File: src/rtl/sinc2_pkg.sv
`timescale 1ns/1ps
package sinc2_pkg;

  localparam int SEL_W = 2;

  typedef enum logic [SEL_W-1:0] {
    RATIO_32  = 2'd0,
    RATIO_64  = 2'd1,
    RATIO_128 = 2'd2,
    RATIO_256 = 2'd3
  } ratio_e;

  // log2 of the oversampling ratio for a given select code
  function automatic int osr_log2(input int min_log2, input logic [SEL_W-1:0] sel);
    return min_log2 + int'(sel);
  endfunction

endpackage

File: src/rtl/sinc2_rate_ctrl.sv
`timescale 1ns/1ps
module sinc2_rate_ctrl
  import sinc2_pkg::*;
#(
  parameter int             MIN_LOG2 = 5,
  parameter int             CNT_W    = 8,
  parameter logic [SEL_W-1:0] DEF_SEL = RATIO_64
) (
  input  logic             clk,
  input  logic             rst_n,
  input  logic [SEL_W-1:0] ratio_sel,
  output logic [SEL_W-1:0] ratio_q,
  output logic             chg,
  output logic             tick,
  output logic             emit
);

  localparam int PRIME_W = 2;
  localparam logic [PRIME_W-1:0] PRIMED = PRIME_W'(2);

  function automatic logic [CNT_W-1:0] last_count(input logic [SEL_W-1:0] s);
    return CNT_W'((1 << osr_log2(MIN_LOG2, s)) - 1);
  endfunction

  localparam logic [CNT_W-1:0] DEF_LAST = CNT_W'((1 << (MIN_LOG2 + int'(DEF_SEL))) - 1);

  logic [CNT_W-1:0]   cnt_q, cnt_d;
  logic [SEL_W-1:0]   ratio_d;
  logic [PRIME_W-1:0] prime_q, prime_d;
  logic [CNT_W-1:0]   period_last;

  assign period_last = last_count(ratio_q);
  assign chg         = (ratio_sel != ratio_q);
  assign tick        = !chg && (cnt_q == '0);
  assign emit        = tick && (prime_q == PRIMED);

  // next-state
  always_comb begin
    ratio_d = ratio_q;
    cnt_d   = cnt_q - 1'b1;
    prime_d = prime_q;
    if (chg) begin
      ratio_d = ratio_sel;
      cnt_d   = last_count(ratio_sel);
      prime_d = '0;
    end else if (tick) begin
      cnt_d = period_last;
      if (prime_q != PRIMED) prime_d = prime_q + 1'b1;
    end
  end

  // registers
  always_ff @(posedge clk or negedge rst_n) begin
    if (!rst_n) begin
      ratio_q <= DEF_SEL;
      cnt_q   <= DEF_LAST;
      prime_q <= '0;
    end else begin
      ratio_q <= ratio_d;
      cnt_q   <= cnt_d;
      prime_q <= prime_d;
    end
  end

  AST_CNT_BOUND: assert property (@(posedge clk) disable iff (!rst_n)
    cnt_q <= period_last) else $error("down-counter beyond period");

endmodule

File: src/rtl/sinc2_integ.sv
`timescale 1ns/1ps
module sinc2_integ #(
  parameter int W     = 17,
  parameter int ORDER = 2
) (
  input  logic         clk,
  input  logic         rst_n,
  input  logic         bit_in,
  output logic [W-1:0] acc_out
);

  logic [W-1:0] stage_out [ORDER];

  for (genvar i = 0; i < ORDER; i++) begin : g_stage
    logic [W-1:0] acc_q, acc_d, addend;

    if (i == 0) begin : g_first
      assign addend = W'(bit_in);
    end else begin : g_chain
      assign addend = stage_out[i-1];
    end

    // wraps modulo 2^W; overflow cancels in the comb differences
    always_comb acc_d = acc_q + addend;

    always_ff @(posedge clk or negedge rst_n) begin
      if (!rst_n) acc_q <= '0;
      else        acc_q <= acc_d;
    end

    assign stage_out[i] = acc_q;
  end

  assign acc_out = stage_out[ORDER-1];

endmodule

File: src/rtl/sinc2_comb.sv
`timescale 1ns/1ps
module sinc2_comb #(
  parameter int W     = 17,
  parameter int ORDER = 2
) (
  input  logic         clk,
  input  logic         rst_n,
  input  logic         en,
  input  logic [W-1:0] din,
  output logic [W-1:0] dout
);

  logic [W-1:0] diff [ORDER+1];

  assign diff[0] = din;

  for (genvar i = 0; i < ORDER; i++) begin : g_stage
    logic [W-1:0] dly_q, dly_d;

    always_comb dly_d = en ? diff[i] : dly_q;

    always_ff @(posedge clk or negedge rst_n) begin
      if (!rst_n) dly_q <= '0;
      else        dly_q <= dly_d;
    end

    assign diff[i+1] = diff[i] - dly_q;
  end

  assign dout = diff[ORDER];

endmodule

File: src/rtl/sinc2_scale.sv
`timescale 1ns/1ps
module sinc2_scale
  import sinc2_pkg::*;
#(
  parameter int W        = 17,
  parameter int ORDER    = 2,
  parameter int OUT_W    = 8,
  parameter int MIN_LOG2 = 5
) (
  input  logic             clk,
  input  logic             rst_n,
  input  logic             emit,
  input  logic [SEL_W-1:0] sel,
  input  logic [W-1:0]     sum,
  output logic [OUT_W-1:0] result,
  output logic             result_valid
);

  localparam logic [OUT_W-1:0] MID   = OUT_W'(1 << (OUT_W - 1));
  localparam logic [W-1:0]     TOP_W = W'((1 << OUT_W) - 1);

  logic [W-1:0]     scaled;
  logic [OUT_W-1:0] clamped;
  logic [OUT_W-1:0] res_q, res_d;
  logic             vld_q, vld_d;
  int               shamt;

  always_comb begin
    shamt   = ORDER * osr_log2(MIN_LOG2, sel) - OUT_W;
    scaled  = sum >> shamt;
    clamped = (scaled > TOP_W) ? '1 : scaled[OUT_W-1:0];
    res_d   = emit ? clamped : res_q;
    vld_d   = emit;
  end

  always_ff @(posedge clk or negedge rst_n) begin
    if (!rst_n) begin
      res_q <= MID;
      vld_q <= 1'b0;
    end else begin
      res_q <= res_d;
      vld_q <= vld_d;
    end
  end

  assign result       = res_q;
  assign result_valid = vld_q;

endmodule

File: src/rtl/sinc2_decimator.sv
`timescale 1ns/1ps
module sinc2_decimator
  import sinc2_pkg::*;
#(
  parameter int MIN_LOG2 = 5,
  parameter int ORDER    = 2,
  parameter int OUT_W    = 8
) (
  input  logic             clk,
  input  logic             rst_n,
  input  logic             bit_in,
  input  logic [1:0]       ratio_sel,
  output logic [OUT_W-1:0] result,
  output logic             result_valid
);

  localparam int MAX_LOG2 = MIN_LOG2 + (1 << SEL_W) - 1;
  localparam int ACC_W    = ORDER * MAX_LOG2 + 1;
  localparam int CNT_W    = MAX_LOG2;

  logic [SEL_W-1:0] ratio_q;
  logic             chg, tick, emit;
  logic [ACC_W-1:0] integ_out, comb_out, full_scale;

  sinc2_rate_ctrl #(
    .MIN_LOG2 (MIN_LOG2),
    .CNT_W    (CNT_W),
    .DEF_SEL  (RATIO_64)
  ) u_rate (
    .clk       (clk),
    .rst_n     (rst_n),
    .ratio_sel (ratio_sel),
    .ratio_q   (ratio_q),
    .chg       (chg),
    .tick      (tick),
    .emit      (emit)
  );

  sinc2_integ #(.W(ACC_W), .ORDER(ORDER)) u_integ (
    .clk     (clk),
    .rst_n   (rst_n),
    .bit_in  (bit_in),
    .acc_out (integ_out)
  );

  sinc2_comb #(.W(ACC_W), .ORDER(ORDER)) u_comb (
    .clk   (clk),
    .rst_n (rst_n),
    .en    (tick),
    .din   (integ_out),
    .dout  (comb_out)
  );

  sinc2_scale #(
    .W        (ACC_W),
    .ORDER    (ORDER),
    .OUT_W    (OUT_W),
    .MIN_LOG2 (MIN_LOG2)
  ) u_scale (
    .clk          (clk),
    .rst_n        (rst_n),
    .emit         (emit),
    .sel          (ratio_q),
    .sum          (comb_out),
    .result       (result),
    .result_valid (result_valid)
  );

  assign full_scale = ACC_W'(1) << (ORDER * osr_log2(MIN_LOG2, ratio_q));

  AST_SUM_RANGE: assert property (@(posedge clk) disable iff (!rst_n)
    emit |-> comb_out <= full_scale) else $error("filter sum above OSR^2");

  AST_VALID_PULSE: assert property (@(posedge clk) disable iff (!rst_n)
    result_valid |=> !result_valid) else $error("strobe longer than one cycle");

  AST_CHG_SILENT: assert property (@(posedge clk) disable iff (!rst_n)
    chg |=> !result_valid) else $error("strobe after ratio change");

  AST_RESULT_HOLD: assert property (@(posedge clk) disable iff (!rst_n)
    1'b1 |=> (result_valid || $stable(result))) else $error("result moved without strobe");

endmodule

File: config.mk
export PLATFORM = sky130hd
export DESIGN_NAME = sinc2_decimator
export DESIGN_NICKNAME = d
export VERILOG_FILES = /design/src/rtl/sinc2_pkg.sv /design/src/rtl/sinc2_rate_ctrl.sv /design/src/rtl/sinc2_integ.sv /design/src/rtl/sinc2_comb.sv /design/src/rtl/sinc2_scale.sv /design/src/rtl/sinc2_decimator.sv
export SDC_FILE = /design/constraint.sdc
export NUM_CORES = 1
export LEC_CHECK = 0
export BUFFER_PORTS_ARGS = -buffer_cell sky130_fd_sc_hd__buf_2
export CAP_MARGIN = 20
export CORE_UTILIZATION = 30
export DETAILED_ROUTE_END_ITERATION = 10
export PLACE_DENSITY = 0.46
export SLEW_MARGIN = 10
export SYNTH_ARGS = -nofsm -noshare
export SYNTH_HDL_FRONTEND = slang
export SYNTH_SLANG_ARGS = --single-unit
File: constraint.sdc
create_clock -name clk -period 12.65 [get_ports clk]
set_clock_uncertainty 0.1 [all_clocks]
set_input_delay 0 -clock clk [delete_from_list [all_inputs] [get_ports clk]]
set_output_delay 0 -clock clk [all_outputs]
set_load 0.01 [all_outputs]
==> impl_metrics.ini, run 1 <==
[routing]
wl_um = 12840
via_per_inst = 4.829
vias = 4819
drt-initial-drc-count = 147
ant_nets = 0
drc = 0
wl_per_cell_um = 12.86
drtPass1Iterations = 5

[power]
leakage_nw = 3.271
peakVddDrop_mv = 0.09880
powerDensity_nw_per_um2 = 194.7
total_power_mw = 1.359

[sta]
post-route-period-util_pct = 40.97
setup_tns_ps = 0
drv_slew = 0
max_freq_ghz = 0.1930
rsz0062_at_grt = false
timing.max_slew.rel_slack_pct = 36.03
hold_viol_final = 0
worstMarginPinSlew_ps = 959.5
fin_crit_ps = 5182
setup_viol = 0

[clocking]
h-tree-depth = 3
cts_buffers = 9
clock_sinks = 89
cts-root-buf = clkbuf_16
clock_latency_ps = 350
cts_tree = done
cts_resized = 0
cts.reportedPaths.clkPinSlew_ps = 70
clock_path_buffers = 2

[global_routing]
overflow = 0
top_usage_layer = met2
use_met3_pct = 2.344
met1_usage_pct = 16.28
grt_pass1_vias = 4736
grt_pass1_wl_um = 22260
antenna_found_initial = 0
grt_use_total_pct = 12.67
grt_max_degree = 75
met2_usage_pct = 21.21

[flow_run]
cap_violations = 0

[die]
die_h_um = 146.4
core_area_um2 = 20360
ioPinCount = 14
start_util_pct = 30.73
dieArea_um2 = 21440
die_w_um = 146.4
placementRows = 52

[placed_design]
place_congestion = 0.7739
place_area_um2 = 6611
dpl.cell_count = 977
dp_hpwl_um = 9705
port_buffers = 13

[critical_path]
path_delay_family = compound AO/OA/AOI/OAI gates
cp_num_buf_inv = 1
end_kind = flop
crit_path_cell_trace = inv_1 -> ha_1 -> nor2b_1 -> o21ai_1 -> a21oi_1 -> o41a_1 -> a41o_1 -> o41ai_2 -> o21ai_0 -> xor2_1 -> ha_1 -> and3_1 -> a31oi_1 -> o21ai_0 -> o41ai_1 -> a41o_1 -> a2111o_1 -> o2111a_1 -> o2111a_1 -> a31o_4 -> a31oi_1
cp.required_ps = 12810
path_class = reg -> reg
crit_path_start_kind = flop
worstPathMaxFanout = 8
max_stage_delay_ps = 450
cp_slowest_cell = ha_1
worstPathArrival_ps = 5350

[status]
status = finished, final reports clean

[synth]
avgSynthCellArea_um2 = 8.813
synth_flop_cell = dfrtp_1
synth_top_cells_by_count = nand2_1 (85), dfrtp_1 (81), o21ai_0 (62), ha_1 (58), nor2_1 (57)
ys_warn_count = 0
yosysMostFrequentCell = nand2_1
synthDominantCellAreaShare_pct = 32.39
synth_area_leaders = dfrtp_1 (32%), ha_1 (12%), xnor2_1 (6.2%)
synthCells = 710
synth_cell_type_count = 70
ys_seq_elements = 89
synth_top_area_cell = dfrtp_1
ys_seq_area_share_pct = 35.75
synth_edf_count = 0
syn_area_um2 = 6257
synth-async-reset-ratio_pct = 100.0

[cells_and_area]
syn_to_final_growth_pct = 11.56
multi_input_area_um2 = 3740
diodes = 0
nFillCells = 2083
instances_no_fill = 998
register_area_um2 = 2237
layout-drive-gt1-share_pct = 8.242
design_area_um2 = 6980
final_nets = 789

[worst_hold_path]
hp-class = in -> async
[metal layers]
metal,vias up,part of all wire [%]
li1,2489,-
met1,2252,50
met2,63,46
met3,15,2.6
met4,0,2.0
met5,-,0
[logic make-up after synthesis]
logic type / count (synthesis) / synth area share, %
and+or+nand+nor: 228 / 16.82
AOI/OAI and AO/OA: 179 / 18.60
DFF: 89 / 35.75
buffers and inverters: 77 / 4.719
xor gates and xnor gates: 63 / 8.938
adders and majority gates: 61 / 12.56
muxes: 12 / 2.559
other: 1 / 0.05993
[worst paths after layout]
kind | slack (ps) | cells after the start | to | startpoint
worst max-delay path | 7470 | 21 | u_scale.result[0] | u_comb.g_stage[0].dly_q[1]
worst min-delay path | 80 | 2 | u_rate.cnt_q[4] | rst_n
worst max register to register | 7470 | 21 | u_scale.result[0] | u_comb.g_stage[0].dly_q[1]
worst min register to register | 380 | 2 | u_comb.g_stage[0].dly_q[0] | u_comb.g_stage[0].dly_q[0]
max in group asynchronous | 11420 | 3 | u_comb.g_stage[1].dly_q[4] | rst_n
min in group clk | 250 | 2 | u_rate.ratio_q[0] | ratio_sel[0]
[flip-flops by register name, indices dropped and copies added (netlist names)]
name / cells
u_comb.g_stage.dly_q: 34
u_integ.g_stage.acc_q: 17
u_rate.ratio_q: 2
u_scale.result: 8
u_integ.acc_out: 17
u_rate.cnt_q: 8
u_rate.prime_q: 2
u_scale.result_valid: 1
[cell usage in the layout, fill, tap and decap left out, drive strengths merged, types with 18 or more instances in the layout]
cell type and n:
xor2 18, ha 58, a21oi 50, nand3 21, nor3 18, xnor2 45
dfrtp 81, o21ai 64, inv 58, nand2 85, nor2 57
[where the power goes]
group | total, mW | switching [mW] | internal (mW)
registers | 0.362 | 0.0365 | 0.325
logic | 0.705 | 0.396 | 0.308
clock network | 0.293 | 0.118 | 0.174
total | 1.36 | 0.551 | 0.808
[per-stage QoR]
step	hold slack, ps	utilization (%)	setup slack (ps)
finish	75.64	34.28	7468
detailed placement	-230.6	32.46	7442
CTS	78.44	34.28	7422
floorplan	-395.6	-	7984
global placement	-231.7	32.46	7573
global route	70.84	34.28	7072
[what timing repair did]
| action | in CTS | in global routing |
|---|---|---|
| setup endpoints to repair | 0 | 0 |
| hold buffers | 5 | 0 |
| endpoints found under the hold margin | 22 | 0 |
| buffers inserted | 0 | 0 |
[area by class of cell]
type	instances	area share, %
Sequential cell	89	32.05
Clock buffer	10	3.280
Inverter	57	3.065
Timing Repair Buffer	20	1.900
Clock inverter	6	1.291
Tap cell	270	4.840
Multi-Input combinational cell	546	53.58
[worst register-to-register path, cell delays in order, from the launching register on]
cell	delay, ps
dfrtp_1	380
inv_1	70
ha_1	260
nor2b_1	130
o21ai_1	140
a21oi_1	130
o41a_1	340
a41o_1	290
o41ai_2	350
o21ai_0	190
xor2_1	180
ha_1	450
and3_1	270
a31oi_1	90
o21ai_0	190
o41ai_1	110
a41o_1	210
a2111o_1	390
o2111a_1	180
o2111a_1	260
a31o_4	270
a31oi_1	140
(Power assumes the default switching activity.)
==> run 2: changes to the inputs <==
- clock period: 12.65 -> 5.2 ns (I/O delays scaled with it)
==> run 2 against run 1 <==
  * Fmax increased by 3.5%
  * Cell area increased by 1.5%
  * Power increased by 140%
  * Worst setup slack got worse by 7300 ps
  * Critical path type unchanged
==> impl_metrics.ini, run 2 (synthesis results as in run 1) <==
[critical_path]
max_stage_delay_ps = 470
cp_slowest_cell = a2111o_1
crit_path_cell_trace = ha_1 -> nor2b_1 -> o21ai_2 -> a21oi_2 -> o41a_1 -> a41o_1 -> o41ai_4 -> o21ai_1 -> xor2_1 -> buf_4 -> ha_4 -> and3_4 -> a31oi_1 -> o21ai_2 -> o41ai_1 -> a41o_1 -> a2111o_1 -> o2111a_1 -> o2111a_1 -> a31o_4 -> a21oi_1
worstPathArrival_ps = 5180
path_class = reg -> reg
crit_path_start_kind = flop
end_kind = flop
path_delay_family = compound AO/OA/AOI/OAI gates
worstPathMaxFanout = 8
cp_num_buf_inv = 1
reg2reg_slack_ps = 190
cp.required_ps = 5370

[placed_design]
dp_hpwl_um = 9921
dpl.cell_count = 979
port_buffers = 13
place_congestion = 0.7941

[global_routing]
met1_usage_pct = 16.12
grt_use_total_pct = 13.11
grt_max_degree = 73
use_met3_pct = 2.781
grt_pass1_wl_um = 23080
met2_usage_pct = 22.57
overflow = 0
top_usage_layer = met2
grt_pass1_vias = 4926
antenna_found_initial = 0

[cells_and_area]
largest_register_ffs = 34
nFillCells = 2098
layout-drive-gt1-share_pct = 10.49
layout_common_cells = nand2_1 (85), dfrtp_1 (81), o21ai_0 (60)
instances_no_fill = 1004
diodes = 0
largest_register = u_comb.g_stage.dly_q
final_nets = 796
syn_to_final_growth_pct = 13.20
final_common_cell = nand2_1

[power]
leakage_nw = 3.303
peakVddDrop_mv = 0.2325
total_power_mw = 3.321
powerDensity_nw_per_um2 = 468.9

[sta]
timing.max_slew.rel_slack_pct = 36.52
drv_slew = 0
worstMarginPinSlew_ps = 952.2
max_freq_ghz = 0.1998
setup_viol = 0
post-route-period-util_pct = 96.27
hold_viol_final = 0
rsz0062_at_grt = true
fin_crit_ps = 5006

[die]
start_util_pct = 30.73
placementRows = 52
die_w_um = 146.4
ioPinCount = 14
dieArea_um2 = 21440
core_area_um2 = 20360
die_h_um = 146.4

[routing]
drt-initial-drc-count = 134
drc = 0
drtPass1Iterations = 6
wl_per_cell_um = 13.31
wl_um = 13370
via_per_inst = 4.926
ant_nets = 0
vias = 4946

[flow_run]
cap_violations = 0

[clocking]
clock_path_buffers = 2
clock_sinks = 89
cts-root-buf = clkbuf_16
cts_tree = done
cts_buffers = 9
clock_latency_ps = 350
cts.reportedPaths.clkPinSlew_ps = 70
h-tree-depth = 3

[worst_hold_path]
hp-class = in -> async

[status]
status = finished, final reports clean
## run 2: cell count changes in the layout (fill, tap and decap cells not counted), sizes merged
cell    change
buf         +7
bufinv      -1
## run 2: worst reg2reg max path: stages (launching register included)
cell	delay, ps
dfrtp_1	410
ha_1	300
nor2b_1	130
o21ai_2	140
a21oi_2	90
o41a_1	340
a41o_1	240
o41ai_4	400
o21ai_1	110
xor2_1	170
buf_4	150
ha_4	310
and3_4	210
a31oi_1	100
o21ai_2	110
o41ai_1	90
a41o_1	220
a2111o_1	470
o2111a_1	170
o2111a_1	270
a31o_4	270
a21oi_1	140
## run 2: final cells by class
class / count / area [um^2] / share of cell area, %
clock inverter: 5 / 63.81 / 0.9009
inverter: 57 / 214.0 / 3.021
multi-input combinational: 546 / 3806 / 53.74
tap: 270 / 337.8 / 4.769
sequential: 89 / 2237 / 31.58
timing repair buffer: 27 / 185.2 / 2.614
clock buffer: 10 / 239.0 / 3.374
## run 2: report_power, final
part / internal, mW / switching (mW)
Clock: 0.389 / 0.297
Sequential: 0.792 / 0.0861
Combinational: 0.774 / 0.983
## run 2: timing repair
item | CTS | global route
resized for setup | 0 | 14
endpoints found under the hold margin | 24 | 0
setup endpoints to repair | 0 | 8
setup buffers | 0 | 5
hold buffers | 5 | 0
## run 2: routing by layer
metal,share of wire (%),wire (um)
met5,0,0
met4,2.1,276
met3,2.6,352
met2,48,6354
met1,48,6385
## run 2: worst paths after layout
check / start / endpoint / cells after the start
max: u_integ.acc_out[1] / u_scale.result[7] / 21
max in group asynchronous: rst_n / u_comb.g_stage[1].dly_q[16] / 3
min: rst_n / u_rate.cnt_q[3] / 2
min reg2reg: u_integ.g_stage[0].acc_q[13] / u_integ.g_stage[0].acc_q[13] / 1
max reg2reg: u_integ.acc_out[1] / u_scale.result[7] / 21
min in group clk: ratio_sel[0] / u_rate.ratio_q[0] / 2
## run 2: metrics by stage
stage          setup TNS (ps)  cell area [um^2]  setup slack [ps]  util [%]  hold WS, ps
2_1_floorplan               0              6265             534.1         -       -395.6
3_3_place_gp                0              6626             230.8     32.54       -221.6
3_5_place_dp                0              6626             123.0     32.54       -212.8
4_1_cts                     0              6979             45.44     34.27        89.07
5_1_grt                -113.8              7083            -30.73     34.78        93.85
6_report                    0              7083             193.8     34.78        97.88
